==> src/rtl/regxcvr_pkg.sv <==
// Package: types shared by the transceiver modules.
// Assumes: nothing beyond IEEE 1800-2017.
package regxcvr_pkg;

    // Source choice of one direction's output multiplexer
    typedef enum logic {
        SRC_LIVE   = 1'b0,
        SRC_STORED = 1'b1
    } src_pick_e;

    // Number of flops in a strobe synchronizer, including the edge-history flop
    function automatic int unsigned sync_depth(input int unsigned stages);
        return stages + 1;
    endfunction

endpackage

==> src/rtl/regxcvr_edge_sync.sv <==
// Module: brings an asynchronous strobe into the clock domain through STAGES
// flops and emits a one-cycle pulse on each rising edge it detects.
// Assumes: the strobe stays high or low for at least one clock period.
module regxcvr_edge_sync #(
    parameter int unsigned STAGES = 2
) (
    input  logic clk,
    input  logic rst_n,
    input  logic strobe_async,
    output logic rise_pulse
);
    import regxcvr_pkg::*;

    localparam int unsigned DEPTH = sync_depth(STAGES);

    logic [DEPTH-1:0] chain_q;

    // Shift the strobe along the synchronizer chain
    always_ff @(posedge clk) begin
        if (!rst_n) begin
            chain_q <= '0;
        end else begin
            chain_q <= {chain_q[DEPTH-2:0], strobe_async};
        end
    end

    // Rising edge: newest settled sample high, the one before it low
    always_comb begin
        rise_pulse = chain_q[DEPTH-2] & ~chain_q[DEPTH-1];
    end

endmodule

==> src/rtl/regxcvr_glitchless_mux.sv <==
// Module: chooses between live and stored data for one direction. The
// AND-OR form adds the consensus term, so an output bit whose two sources
// agree holds steady while the select changes.
// Assumes: select is a single-bit level.
module regxcvr_glitchless_mux #(
    parameter int unsigned WIDTH = 8
) (
    input  regxcvr_pkg::src_pick_e pick,
    input  logic [WIDTH-1:0]       live_val,
    input  logic [WIDTH-1:0]       stored_val,
    output logic [WIDTH-1:0]       out_val
);
    import regxcvr_pkg::*;

    logic [WIDTH-1:0] sel_vec;

    // Widen the select to the data width
    always_comb begin
        sel_vec = {WIDTH{pick == SRC_STORED}};
    end

    // One hazard-free sum-of-products cell per bit
    for (genvar i = 0; i < WIDTH; i++) begin : g_bit
        assign out_val[i] = (stored_val[i] & sel_vec[i])
                          | (live_val[i]   & ~sel_vec[i])
                          | (stored_val[i] & live_val[i]);
    end

endmodule

==> src/rtl/regxcvr_lane.sv <==
// Module: one transfer direction. It holds the synchronized capture
// strobe, the storage register loaded from the source bus, and the output
// multiplexer that feeds the opposite port.
// Assumes: src_bus is the resolved value of the port being captured.
module regxcvr_lane #(
    parameter int unsigned WIDTH       = 8,
    parameter int unsigned SYNC_STAGES = 2
) (
    input  logic             clk,
    input  logic             rst_n,
    input  logic             strobe_async,
    input  logic             pick_stored,
    input  logic [WIDTH-1:0] src_bus,
    output logic [WIDTH-1:0] store_q,
    output logic [WIDTH-1:0] drive_val
);
    import regxcvr_pkg::*;

    logic      load_pulse;
    src_pick_e pick;

    regxcvr_edge_sync #(
        .STAGES (SYNC_STAGES)
    ) u_sync (
        .clk          (clk),
        .rst_n        (rst_n),
        .strobe_async (strobe_async),
        .rise_pulse   (load_pulse)
    );

    // Load the register from the resolved source bus on a detected edge
    always_ff @(posedge clk) begin
        if (!rst_n) begin
            store_q <= '0;
        end else if (load_pulse) begin
            store_q <= src_bus;
        end
    end

    // Map the select level onto the source type
    always_comb begin
        pick = pick_stored ? SRC_STORED : SRC_LIVE;
    end

    regxcvr_glitchless_mux #(
        .WIDTH (WIDTH)
    ) u_mux (
        .pick       (pick),
        .live_val   (src_bus),
        .stored_val (store_q),
        .out_val    (drive_val)
    );

endmodule

==> src/rtl/regxcvr_keeper.sv <==
// Module: bus-hold model for one port. It remembers the last resolved
// value and offers it while nothing drives the bus.
// Assumes: the resolved value is valid every clock.
module regxcvr_keeper #(
    parameter int unsigned WIDTH = 8
) (
    input  logic             clk,
    input  logic             rst_n,
    input  logic [WIDTH-1:0] bus_now,
    output logic [WIDTH-1:0] kept_q
);

    // Track the resolved bus every cycle
    always_ff @(posedge clk) begin
        if (!rst_n) begin
            kept_q <= '0;
        end else begin
            kept_q <= bus_now;
        end
    end

endmodule

==> src/rtl/regxcvr_bridge.sv <==
// Module: top of the registered bidirectional transceiver. Two lanes
// (A toward B, B toward A), two keepers, and the bus resolution.
// Bus priority: external driver, then internal driver, then keeper.
// When both internal drivers are live and nothing external drives, the
// live loop is broken at the keepers, so both buses hold.
// Assumes: external and internal drivers never share a port in a cycle.
module regxcvr_bridge #(
    parameter int unsigned WIDTH       = 8,
    parameter int unsigned SYNC_STAGES = 2
) (
    input  logic             clk,
    input  logic             rst_n,
    input  logic             cap_a_async,
    input  logic             cap_b_async,
    input  logic             pick_ab,
    input  logic             pick_ba,
    input  logic             b_side_en,
    input  logic             a_side_en_n,
    input  logic [WIDTH-1:0] a_ext_val,
    input  logic             a_ext_on,
    input  logic [WIDTH-1:0] b_ext_val,
    input  logic             b_ext_on,
    output logic [WIDTH-1:0] a_drv_val,
    output logic             a_drv_oe,
    output logic [WIDTH-1:0] b_drv_val,
    output logic             b_drv_oe,
    output logic [WIDTH-1:0] a_bus,
    output logic [WIDTH-1:0] b_bus,
    output logic [WIDTH-1:0] a_store_q,
    output logic [WIDTH-1:0] b_store_q
);

    logic [WIDTH-1:0] a_kept;
    logic [WIDTH-1:0] b_kept;
    logic [WIDTH-1:0] a_tail;
    logic [WIDTH-1:0] b_tail;

    // Enable polarities: B active high, A active low
    always_comb begin
        b_drv_oe = b_side_en;
        a_drv_oe = ~a_side_en_n;
    end

    // Value of each bus when the opposite bus's live path folds back onto it
    always_comb begin
        a_tail = a_ext_on ? a_ext_val
               : (a_drv_oe && pick_ba) ? b_store_q
               : a_kept;
        b_tail = b_ext_on ? b_ext_val
               : (b_drv_oe && pick_ab) ? a_store_q
               : b_kept;
    end

    // Resolve each bus without a combinational loop through the other port
    always_comb begin
        if (a_ext_on) begin
            a_bus = a_ext_val;
        end else if (a_drv_oe) begin
            if (pick_ba) begin
                a_bus = b_store_q;
            end else if (b_drv_oe && !pick_ab && !b_ext_on) begin
                a_bus = a_kept;
            end else begin
                a_bus = b_tail;
            end
        end else begin
            a_bus = a_kept;
        end

        if (b_ext_on) begin
            b_bus = b_ext_val;
        end else if (b_drv_oe) begin
            if (pick_ab) begin
                b_bus = a_store_q;
            end else if (a_drv_oe && !pick_ba && !a_ext_on) begin
                b_bus = b_kept;
            end else begin
                b_bus = a_tail;
            end
        end else begin
            b_bus = b_kept;
        end
    end

    regxcvr_lane #(
        .WIDTH       (WIDTH),
        .SYNC_STAGES (SYNC_STAGES)
    ) u_lane_ab (
        .clk          (clk),
        .rst_n        (rst_n),
        .strobe_async (cap_a_async),
        .pick_stored  (pick_ab),
        .src_bus      (a_bus),
        .store_q      (a_store_q),
        .drive_val    (b_drv_val)
    );

    regxcvr_lane #(
        .WIDTH       (WIDTH),
        .SYNC_STAGES (SYNC_STAGES)
    ) u_lane_ba (
        .clk          (clk),
        .rst_n        (rst_n),
        .strobe_async (cap_b_async),
        .pick_stored  (pick_ba),
        .src_bus      (b_bus),
        .store_q      (b_store_q),
        .drive_val    (a_drv_val)
    );

    regxcvr_keeper #(
        .WIDTH (WIDTH)
    ) u_keep_a (
        .clk     (clk),
        .rst_n   (rst_n),
        .bus_now (a_bus),
        .kept_q  (a_kept)
    );

    regxcvr_keeper #(
        .WIDTH (WIDTH)
    ) u_keep_b (
        .clk     (clk),
        .rst_n   (rst_n),
        .bus_now (b_bus),
        .kept_q  (b_kept)
    );

endmodule

==> config.mk <==
export PLATFORM = sky130hd
export DESIGN_NAME = regxcvr_bridge
export DESIGN_NICKNAME = d
export VERILOG_FILES = /design/src/rtl/regxcvr_pkg.sv /design/src/rtl/regxcvr_edge_sync.sv /design/src/rtl/regxcvr_glitchless_mux.sv /design/src/rtl/regxcvr_lane.sv /design/src/rtl/regxcvr_keeper.sv /design/src/rtl/regxcvr_bridge.sv
export SDC_FILE = /design/constraint.sdc
export NUM_CORES = 1
export LEC_CHECK = 0
export ABC_AREA = 1
export ABC_CLOCK_PERIOD_IN_PS = 1820
export CAP_MARGIN = 20
export CORE_ASPECT_RATIO = 2
export CORE_MARGIN = 5
export CORE_UTILIZATION = 30
export DETAILED_ROUTE_END_ITERATION = 8
export DONT_BUFFER_PORTS = 1
export PLACE_DENSITY_LB_ADDON = 0.12
export SLEW_MARGIN = 20
export SYNTH_ARGS = -nofsm -noshare
export SYNTH_HDL_FRONTEND = slang
export SYNTH_SLANG_ARGS = --single-unit
==> constraint.sdc <==
create_clock -name clk -period 1.82 [get_ports clk]
set_clock_uncertainty 0.1 [all_clocks]
set_input_delay 0.091 -clock clk [delete_from_list [all_inputs] [get_ports clk]]
set_output_delay 0.091 -clock clk [all_outputs]
set_load 0.02 [all_outputs]
==> impl_summary.log, run 1 <==
INFO  metric outcome = completed
INFO  metric post-route-drc-count = 0
INFO  metric dominant_register_cell_in_the_synthesized_netlist = sky130_fd_sc_hd__dfxtp_1
INFO  metric slew_headroom = 0.7469
INFO  metric synthDominantCellAreaShare = 0.2731
INFO  metric ff2ff_setup_slack = 100 ps
INFO  metric worst_hold_slack = 3.555 ps
INFO  metric cts_tree = done
INFO  metric synth_edf_count = 0
INFO  metric clk_root_buffer_cell = sky130_fd_sc_hd__clkbuf_16
INFO  metric switching_share = 0.3138
INFO  metric cp.required = 1630 ps
INFO  metric clkPwrFrac = 0.395
INFO  metric final_core_utilization = 0.3810
INFO  metric viasPerCell = 4.617
INFO  metric end_kind = output pin
INFO  metric netSwitchingPower = 0.7968 mW
INFO  metric cts.path.max_buffers = 2
INFO  metric dp_cells = 581
INFO  metric maxCapViolCount = 0
INFO  metric worstSetupPathType = input pin to output pin
INFO  metric final_layout_size_suffix_gt1_frac = 0.2148
INFO  metric net_count_after_synthesis = 491
INFO  metric power.combinational.fraction = 0.247
INFO  metric cts_sinks = 38
INFO  metric route.final.wire_length = 8.982 mm
INFO  metric routed-via-count = 2835
INFO  metric final_period_util = 0.9688
INFO  metric synthesis.area = 2785 µm²
INFO  metric grt_setup_unrepaired = true
INFO  metric power.ir.vdd_worst = 0.3493 mV
INFO  metric syn_to_final_growth = 23.27%
INFO  metric yosysWarningCount = 0
INFO  metric maxSlewViolCount = 0
INFO  metric period_minus_slack = 1763 ps
INFO  metric dpl_wire_length = 6.725 mm
INFO  metric finalPower = 2.539 mW
INFO  metric placementRows = 49
INFO  metric initial_utilization = 0.3090
INFO  metric die-width = 78.13 µm
INFO  metric clkSlewWorstSetupHoldPaths = 60 ps
INFO  metric yosys.area.top_type = sky130_fd_sc_hd__dfxtp_1
INFO  metric initial_antenna_violation_count = 0
INFO  metric synth_sequential_area_ratio = 0.2731
INFO  metric yosys-top-cells-area = sky130_fd_sc_hd__dfxtp_1 (27%), sky130_fd_sc_hd__nand2_1 (22%), sky130_fd_sc_hd__inv_1 (9.4%)
INFO  metric seq_power_share = 0.358
INFO  metric grt_first_pass_wirelength = 14.15 mm
INFO  metric cts_max_level = 2
INFO  metric finalSetupViolations = 0
INFO  metric finish.cell_count_without_fillers = 614
INFO  metric grt_util_all_layers = 0.1552
INFO  metric route.antenna.remaining_nets = 0
INFO  metric worst_skew_late_latency = 280 ps
INFO  metric fmaxAchievable = 567.1 MHz
INFO  metric io_buffer_count = 0
INFO  metric antenna_cells_inserted = 0
INFO  metric syn-instance-count = 465
INFO  metric power_per_cell_area = 739.7 nW/µm²
INFO  metric gp_routability_congestion = 0.8506
INFO  metric actual_transition_at_the_worst_max_transition_pin = 379.7 ps
INFO  metric drt_pre_antenna_iters = 4
INFO  metric cell_internal_pwr = 1.743 mW
INFO  metric reg2reg_depth = 7
INFO  metric grt_overflow = 0
INFO  metric dieArea = 11430 µm²
INFO  metric synth_seq_cells = 38
INFO  metric start_kind = input pin
INFO  metric hp-class = input pin to flip-flop
INFO  metric power_leakage = 1.906 nW
INFO  metric cts_buffers = 5
INFO  metric grt_max_degree = 33
INFO  metric hold_path_depth = 4
INFO  metric drtIter0Drc = 114
INFO  metric critPathArrivalTime = 1570 ps
INFO  metric average_footprint_of_a_synthesized_cell = 5.990 µm²
INFO  metric design.final.nets = 537
INFO  metric fp.coreArea = 9012 µm²
INFO  metric async_set_or_reset_register_ratio_after_synthesis = 0
INFO  metric wire_per_inst = 14.63 µm
INFO  metric critical_path.max_fanout = 8
INFO  metric via_count_of_the_first_global_routing_pass = 2643
INFO  metric floorplan.die.height = 146.3 µm
INFO  metric unique_cell_type_count_in_the_yosys_netlist = 25
INFO  metric io_pins = 76
INFO  metric report.final.hold_viol_count = 0
==> per-layer routing <==
metal / routed length, µm / vias to the layer above / track usage
met5: 0 / - / 0
met4: 176 / 0 / 0.04484
li1: - / 1494 / -
met3: 462 / 10 / 0.02898
met1: 3486 / 1268 / 0.1735
met2: 4857 / 63 / 0.2886
==> placed cells by master (no fill, tap or decap), types with 2 or more instances in the layout <==
| master | n |
|---|---|
| sky130_fd_sc_hd__nand2_1 | 158 |
| sky130_fd_sc_hd__inv_1 | 70 |
| sky130_fd_sc_hd__nand2_2 | 45 |
| sky130_fd_sc_hd__dfxtp_1 | 38 |
| sky130_fd_sc_hd__nor2_1 | 32 |
| sky130_fd_sc_hd__buf_4 | 32 |
| sky130_fd_sc_hd__nand3_1 | 30 |
| sky130_fd_sc_hd__a21oi_1 | 25 |
| sky130_fd_sc_hd__dlygate4sd3_1 | 25 |
| sky130_fd_sc_hd__o21ai_0 | 8 |
| sky130_fd_sc_hd__nor2_2 | 8 |
| sky130_fd_sc_hd__o21ai_2 | 8 |
| sky130_fd_sc_hd__o21bai_1 | 7 |
| sky130_fd_sc_hd__a21boi_0 | 7 |
| sky130_fd_sc_hd__clkbuf_16 | 5 |
| sky130_fd_sc_hd__inv_2 | 3 |
| sky130_fd_sc_hd__inv_4 | 2 |
| sky130_fd_sc_hd__clkinv_2 | 2 |
==> critical path: stages <==
cell and delay (ps):
sky130_fd_sc_hd__dlygate4sd3_1 660, sky130_fd_sc_hd__nand2_1 160, sky130_fd_sc_hd__nand2_1 100, sky130_fd_sc_hd__inv_1 40
sky130_fd_sc_hd__nand2_1 80, sky130_fd_sc_hd__nand2_1 50, sky130_fd_sc_hd__nand2_1 60, sky130_fd_sc_hd__nand2_2 70
sky130_fd_sc_hd__nand2_2 90, sky130_fd_sc_hd__nand2_2 50, sky130_fd_sc_hd__o21ai_2 120
==> state kept, by name, summed over array words and instances (netlist names) <==
name	cells
u_lane_ab.store_q	8
u_lane_ba.store_q	8
u_lane_ba.u_sync.chain_q	3
u_keep_a.kept_q	8
u_lane_ab.u_sync.chain_q	3
u_keep_b.kept_q	8
==> kinds of logic after synthesis <==
family	synth area share
compound gates	0.1348
buf+inv	0.1613
simple gates	0.4308
flops	0.2731
==> repair_timing <==
| action | in CTS | in global routing |
|---|---|---|
| gates resized for setup | 0 | 5 |
| buffers inserted | 0 | 0 |
| hold buffers | 23 | 2 |
| hold endpoints to repair | 26 | 2 |
| setup endpoints to repair | 0 | 7 |
==> metrics by stage <==
step | setup WS, ps | area, µm² | TNS [ps]
after CTS | 22.44 | 3401 | 0
final | 56.75 | 3433 | 0
after detailed placement | 309.6 | 3005 | 0
after global routing | -50.10 | 3433 | -139.8
after global placement | 303.5 | 3005 | 0
after floorplan | 337.7 | 2785 | 0
==> area by class of cell <==
class                           instances  area [µm²]
Clock inverter                          3       40.04
Inverter                               77       301.5
Fill cell                             999        5579
Sequential cell                        38       760.7
Timing Repair Buffer                   57       490.5
Clock buffer                            5       125.1
Tap cell                              102       127.6
Multi-Input combinational cell        332        1588
==> power groups by stage <==
stage                     registers, mW  clock network (mW)  logic, mW
final                             0.909                1.00      0.628
after CTS                         0.909                1.04      0.630
after detailed placement          0.927                   0      0.584
after global placement            0.927                   0      0.580
after floorplan                   0.947                   0      0.450
after global routing              0.916                1.07      0.695
==> cells in the mapped netlist, types with 2 or more instances <==
| cell type | instances |
|---|---|
| sky130_fd_sc_hd__o21bai_1 | 7 |
| sky130_fd_sc_hd__nand3_1 | 30 |
| sky130_fd_sc_hd__a21oi_1 | 25 |
| sky130_fd_sc_hd__nand2_1 | 163 |
| sky130_fd_sc_hd__inv_4 | 2 |
| sky130_fd_sc_hd__o21ai_0 | 8 |
| sky130_fd_sc_hd__a21boi_0 | 7 |
| sky130_fd_sc_hd__inv_2 | 3 |
| sky130_fd_sc_hd__buf_6 | 6 |
| sky130_fd_sc_hd__clkbuf_1 | 4 |
| sky130_fd_sc_hd__buf_4 | 6 |
| sky130_fd_sc_hd__dfxtp_1 | 38 |
| sky130_fd_sc_hd__nor2_2 | 8 |
| sky130_fd_sc_hd__inv_1 | 70 |
| sky130_fd_sc_hd__o21ai_2 | 8 |
| sky130_fd_sc_hd__nor2_1 | 32 |
| sky130_fd_sc_hd__nand2_2 | 40 |
==> path summary, 6_finish.rpt <==
| kind | from | end |
|---|---|---|
| worst max-delay path | b_ext_on | b_drv_val[5] |
| worst max register to register | u_lane_ba.store_q[0] | u_lane_ab.store_q[0] |
| worst min register to register | u_lane_ab.u_sync.chain_q[0] | u_lane_ab.u_sync.chain_q[1] |
| worst min-delay path | b_ext_val[1] | u_lane_ba.store_q[1] |
Note: power is estimated with default switching activity, not from simulation.
==> inputs of run 2 (changes only) <==
- CTS_BUF_LIST: unset -> sky130_fd_sc_hd__clkbuf_2
==> run 2 against run 1 <==
Maximum frequency is essentially flat. Power decreased by 12%. Clock power shrank 45%. Combinational power rose by 22%. Register-to-register slack is essentially flat. Largest cell class unchanged. Largest power group is now registers. Highest routed layer unchanged.
==> impl_summary.log, run 2 (synthesized netlist as in run 1, its figures left out) <==
INFO  metric outcome = completed
INFO  metric cts_max_level = 2
INFO  metric slack_of_the_critical_path = 58.07 ps
INFO  metric cts.path.max_buffers = 2
INFO  metric routed-via-count = 3075
INFO  metric fp.coreArea = 9012 µm²
INFO  metric viasPerCell = 4.738
INFO  metric start_kind = flip-flop
INFO  metric placementRows = 49
INFO  metric reg2reg_to = u_keep_a.kept_q[0]
INFO  metric via_count_of_the_first_global_routing_pass = 2911
INFO  metric post-route-drc-count = 0
INFO  metric report.final.hold_viol_count = 0
INFO  metric dieArea = 11430 µm²
INFO  metric initial_utilization = 0.3090
INFO  metric hold_path_end = u_lane_ab.store_q[0]
INFO  metric seq_power_share = 0.412
INFO  metric worst_hold_slack = 32.12 ps
INFO  metric slew_headroom = 0.7320
INFO  metric clkPwrFrac = 0.245
INFO  metric maxCapViolCount = 0
INFO  metric timing.hold.worst.start = b_ext_val[0]
INFO  metric cp.required = 1630 ps
INFO  metric route.antenna.remaining_nets = 0
INFO  metric cts_buffers = 5
INFO  metric clk_root_buffer_cell = sky130_fd_sc_hd__clkbuf_2
INFO  metric final_common_cell = sky130_fd_sc_hd__nand2_1
INFO  metric critical_path.max_fanout = 3
INFO  metric power_leakage = 2.121 nW
INFO  metric die-width = 78.13 µm
INFO  metric switching_share = 0.3646
INFO  metric finalSetupViolations = 0
INFO  metric ff2ff_setup_slack = 90 ps
INFO  metric dpl_wire_length = 6.725 mm
INFO  metric drt_pre_antenna_iters = 6
INFO  metric fill_cells = 975
INFO  metric layout_common_cells = sky130_fd_sc_hd__nand2_1 (144), sky130_fd_sc_hd__inv_1 (69), sky130_fd_sc_hd__dlygate4sd3_1 (42), sky130_fd_sc_hd__buf_4 (42), sky130_fd_sc_hd__nand2_2 (37)
INFO  metric netSwitchingPower = 0.8148 mW
INFO  metric io_buffer_count = 0
INFO  metric design.final.nets = 571
INFO  metric maxSlewViolCount = 0
INFO  metric grt_max_degree = 33
INFO  metric cell_internal_pwr = 1.420 mW
INFO  metric power.combinational.fraction = 0.343
INFO  metric final_period_util = 0.9681
INFO  metric power_per_cell_area = 562.0 nW/µm²
INFO  metric io_pins = 76
INFO  metric rr_startpoint = u_lane_ab.store_q[0]
INFO  metric route.final.wire_length = 9.589 mm
INFO  metric cts_sinks = 38
INFO  metric setup_tns = 0 ps
INFO  metric actual_transition_at_the_worst_max_transition_pin = 402.0 ps
INFO  metric worstSetupPathType = flip-flop to output pin
INFO  metric grt_overflow = 0
INFO  metric critPathArrivalTime = 1570 ps
INFO  metric initial_antenna_violation_count = 1
INFO  metric drtIter0Drc = 142
INFO  metric reg2reg_depth = 8
INFO  metric floorplan.die.height = 146.3 µm
INFO  metric grt_setup_unrepaired = true
INFO  metric period_minus_slack = 1762 ps
INFO  metric syn_to_final_growth = 42.77%
INFO  metric grt_util_all_layers = 0.1638
INFO  metric hold_path_depth = 7
INFO  metric detailedPlace.worstSlack = 309.6 ps
INFO  metric hp-class = input pin to flip-flop
INFO  metric clkSlewWorstSetupHoldPaths = 210 ps
INFO  metric wire_per_inst = 14.78 µm
INFO  metric cts_tree = done
INFO  metric end_kind = output pin
INFO  metric gp_routability_congestion = 0.8506
INFO  metric power.ir.vdd_worst = 0.2823 mV
INFO  metric fmaxAchievable = 567.6 MHz
INFO  metric worst_skew_late_latency = 430 ps
INFO  metric final_layout_size_suffix_gt1_frac = 0.3333
INFO  metric grt_first_pass_wirelength = 15.09 mm
## run 2: cell type report
type,instances,area [µm²],area share
well taps,102,127.6,0.03210
flip-flops and latches,38,797.0,0.2004
clock buffers,5,25.02,0.006293
clock inverters,3,40.04,0.01007
diodes,1,2.502,0.0006293
inverters,77,301.5,0.07583
repair buffers,91,820.8,0.2064
multi-input cells,332,1862,0.4682
## run 2: worst max-delay path, cell delays in order (launching register included)
cell	delay, ps
sky130_fd_sc_hd__dfxtp_2	380
sky130_fd_sc_hd__nand3_2	90
sky130_fd_sc_hd__nand2_1	70
sky130_fd_sc_hd__nand2_1	50
sky130_fd_sc_hd__nand2_1	80
sky130_fd_sc_hd__nand2_1	50
sky130_fd_sc_hd__nand2_1	70
sky130_fd_sc_hd__nand2_2	90
sky130_fd_sc_hd__nand2_4	130
sky130_fd_sc_hd__nand2_4	60
sky130_fd_sc_hd__o21ai_4	90
## run 2: through the flow
| step | instance area (µm²) | total power [mW] | std cells | util |
|---|---|---|---|---|
| after floorplan | 2785 | 1.397 | 465 | - |
| after global placement | 3005 | 1.506 | 581 | 0.3335 |
| after detailed placement | 3005 | 1.510 | 581 | 0.3335 |
| after CTS | 3654 | 2.204 | 639 | 0.4054 |
| after global routing | 3976 | 2.374 | 649 | 0.4412 |
| final | 3976 | 2.235 | 649 | 0.4412 |
## run 2: worst max-delay path by stage
stage / start / endpoint / cells after the start
after floorplan: u_lane_ab.store_q[0] / a_drv_val[0] / 8
after global placement: a_side_en_n / a_drv_val[2] / 12
after detailed placement: a_side_en_n / a_drv_val[2] / 12
after CTS: u_lane_ba.store_q[5] / a_drv_val[5] / 10
after global routing: u_lane_ba.store_q[2] / a_drv_val[2] / 10
final: u_lane_ab.store_q[1] / b_drv_val[1] / 10
## run 2: routing by layer
metal	vias up	GRT usage	routed length, µm
met5	-	0	0
met4	0	0.05922	233
met3	14	0.03021	474
met2	74	0.3044	5243
met1	1420	0.1781	3638
li1	1567	-	-
## run 2: repair_timing
action                                  4_1_cts  5_1_grt
pin swaps                                     2       45
endpoints found under the setup margin       13       40
endpoints found under the hold margin        38        0
setup buffers                                 1       11
gates resized for setup                      32       72
hold buffers                                 49        0
## run 2: power groups by stage
stage | clock network [mW] | logic (mW) | registers, mW
after global placement | 0 | 0.580 | 0.927
after floorplan | 0 | 0.450 | 0.947
final | 0.547 | 0.767 | 0.921
after global routing | 0.606 | 0.839 | 0.928
after detailed placement | 0 | 0.584 | 0.927
after CTS | 0.589 | 0.701 | 0.914
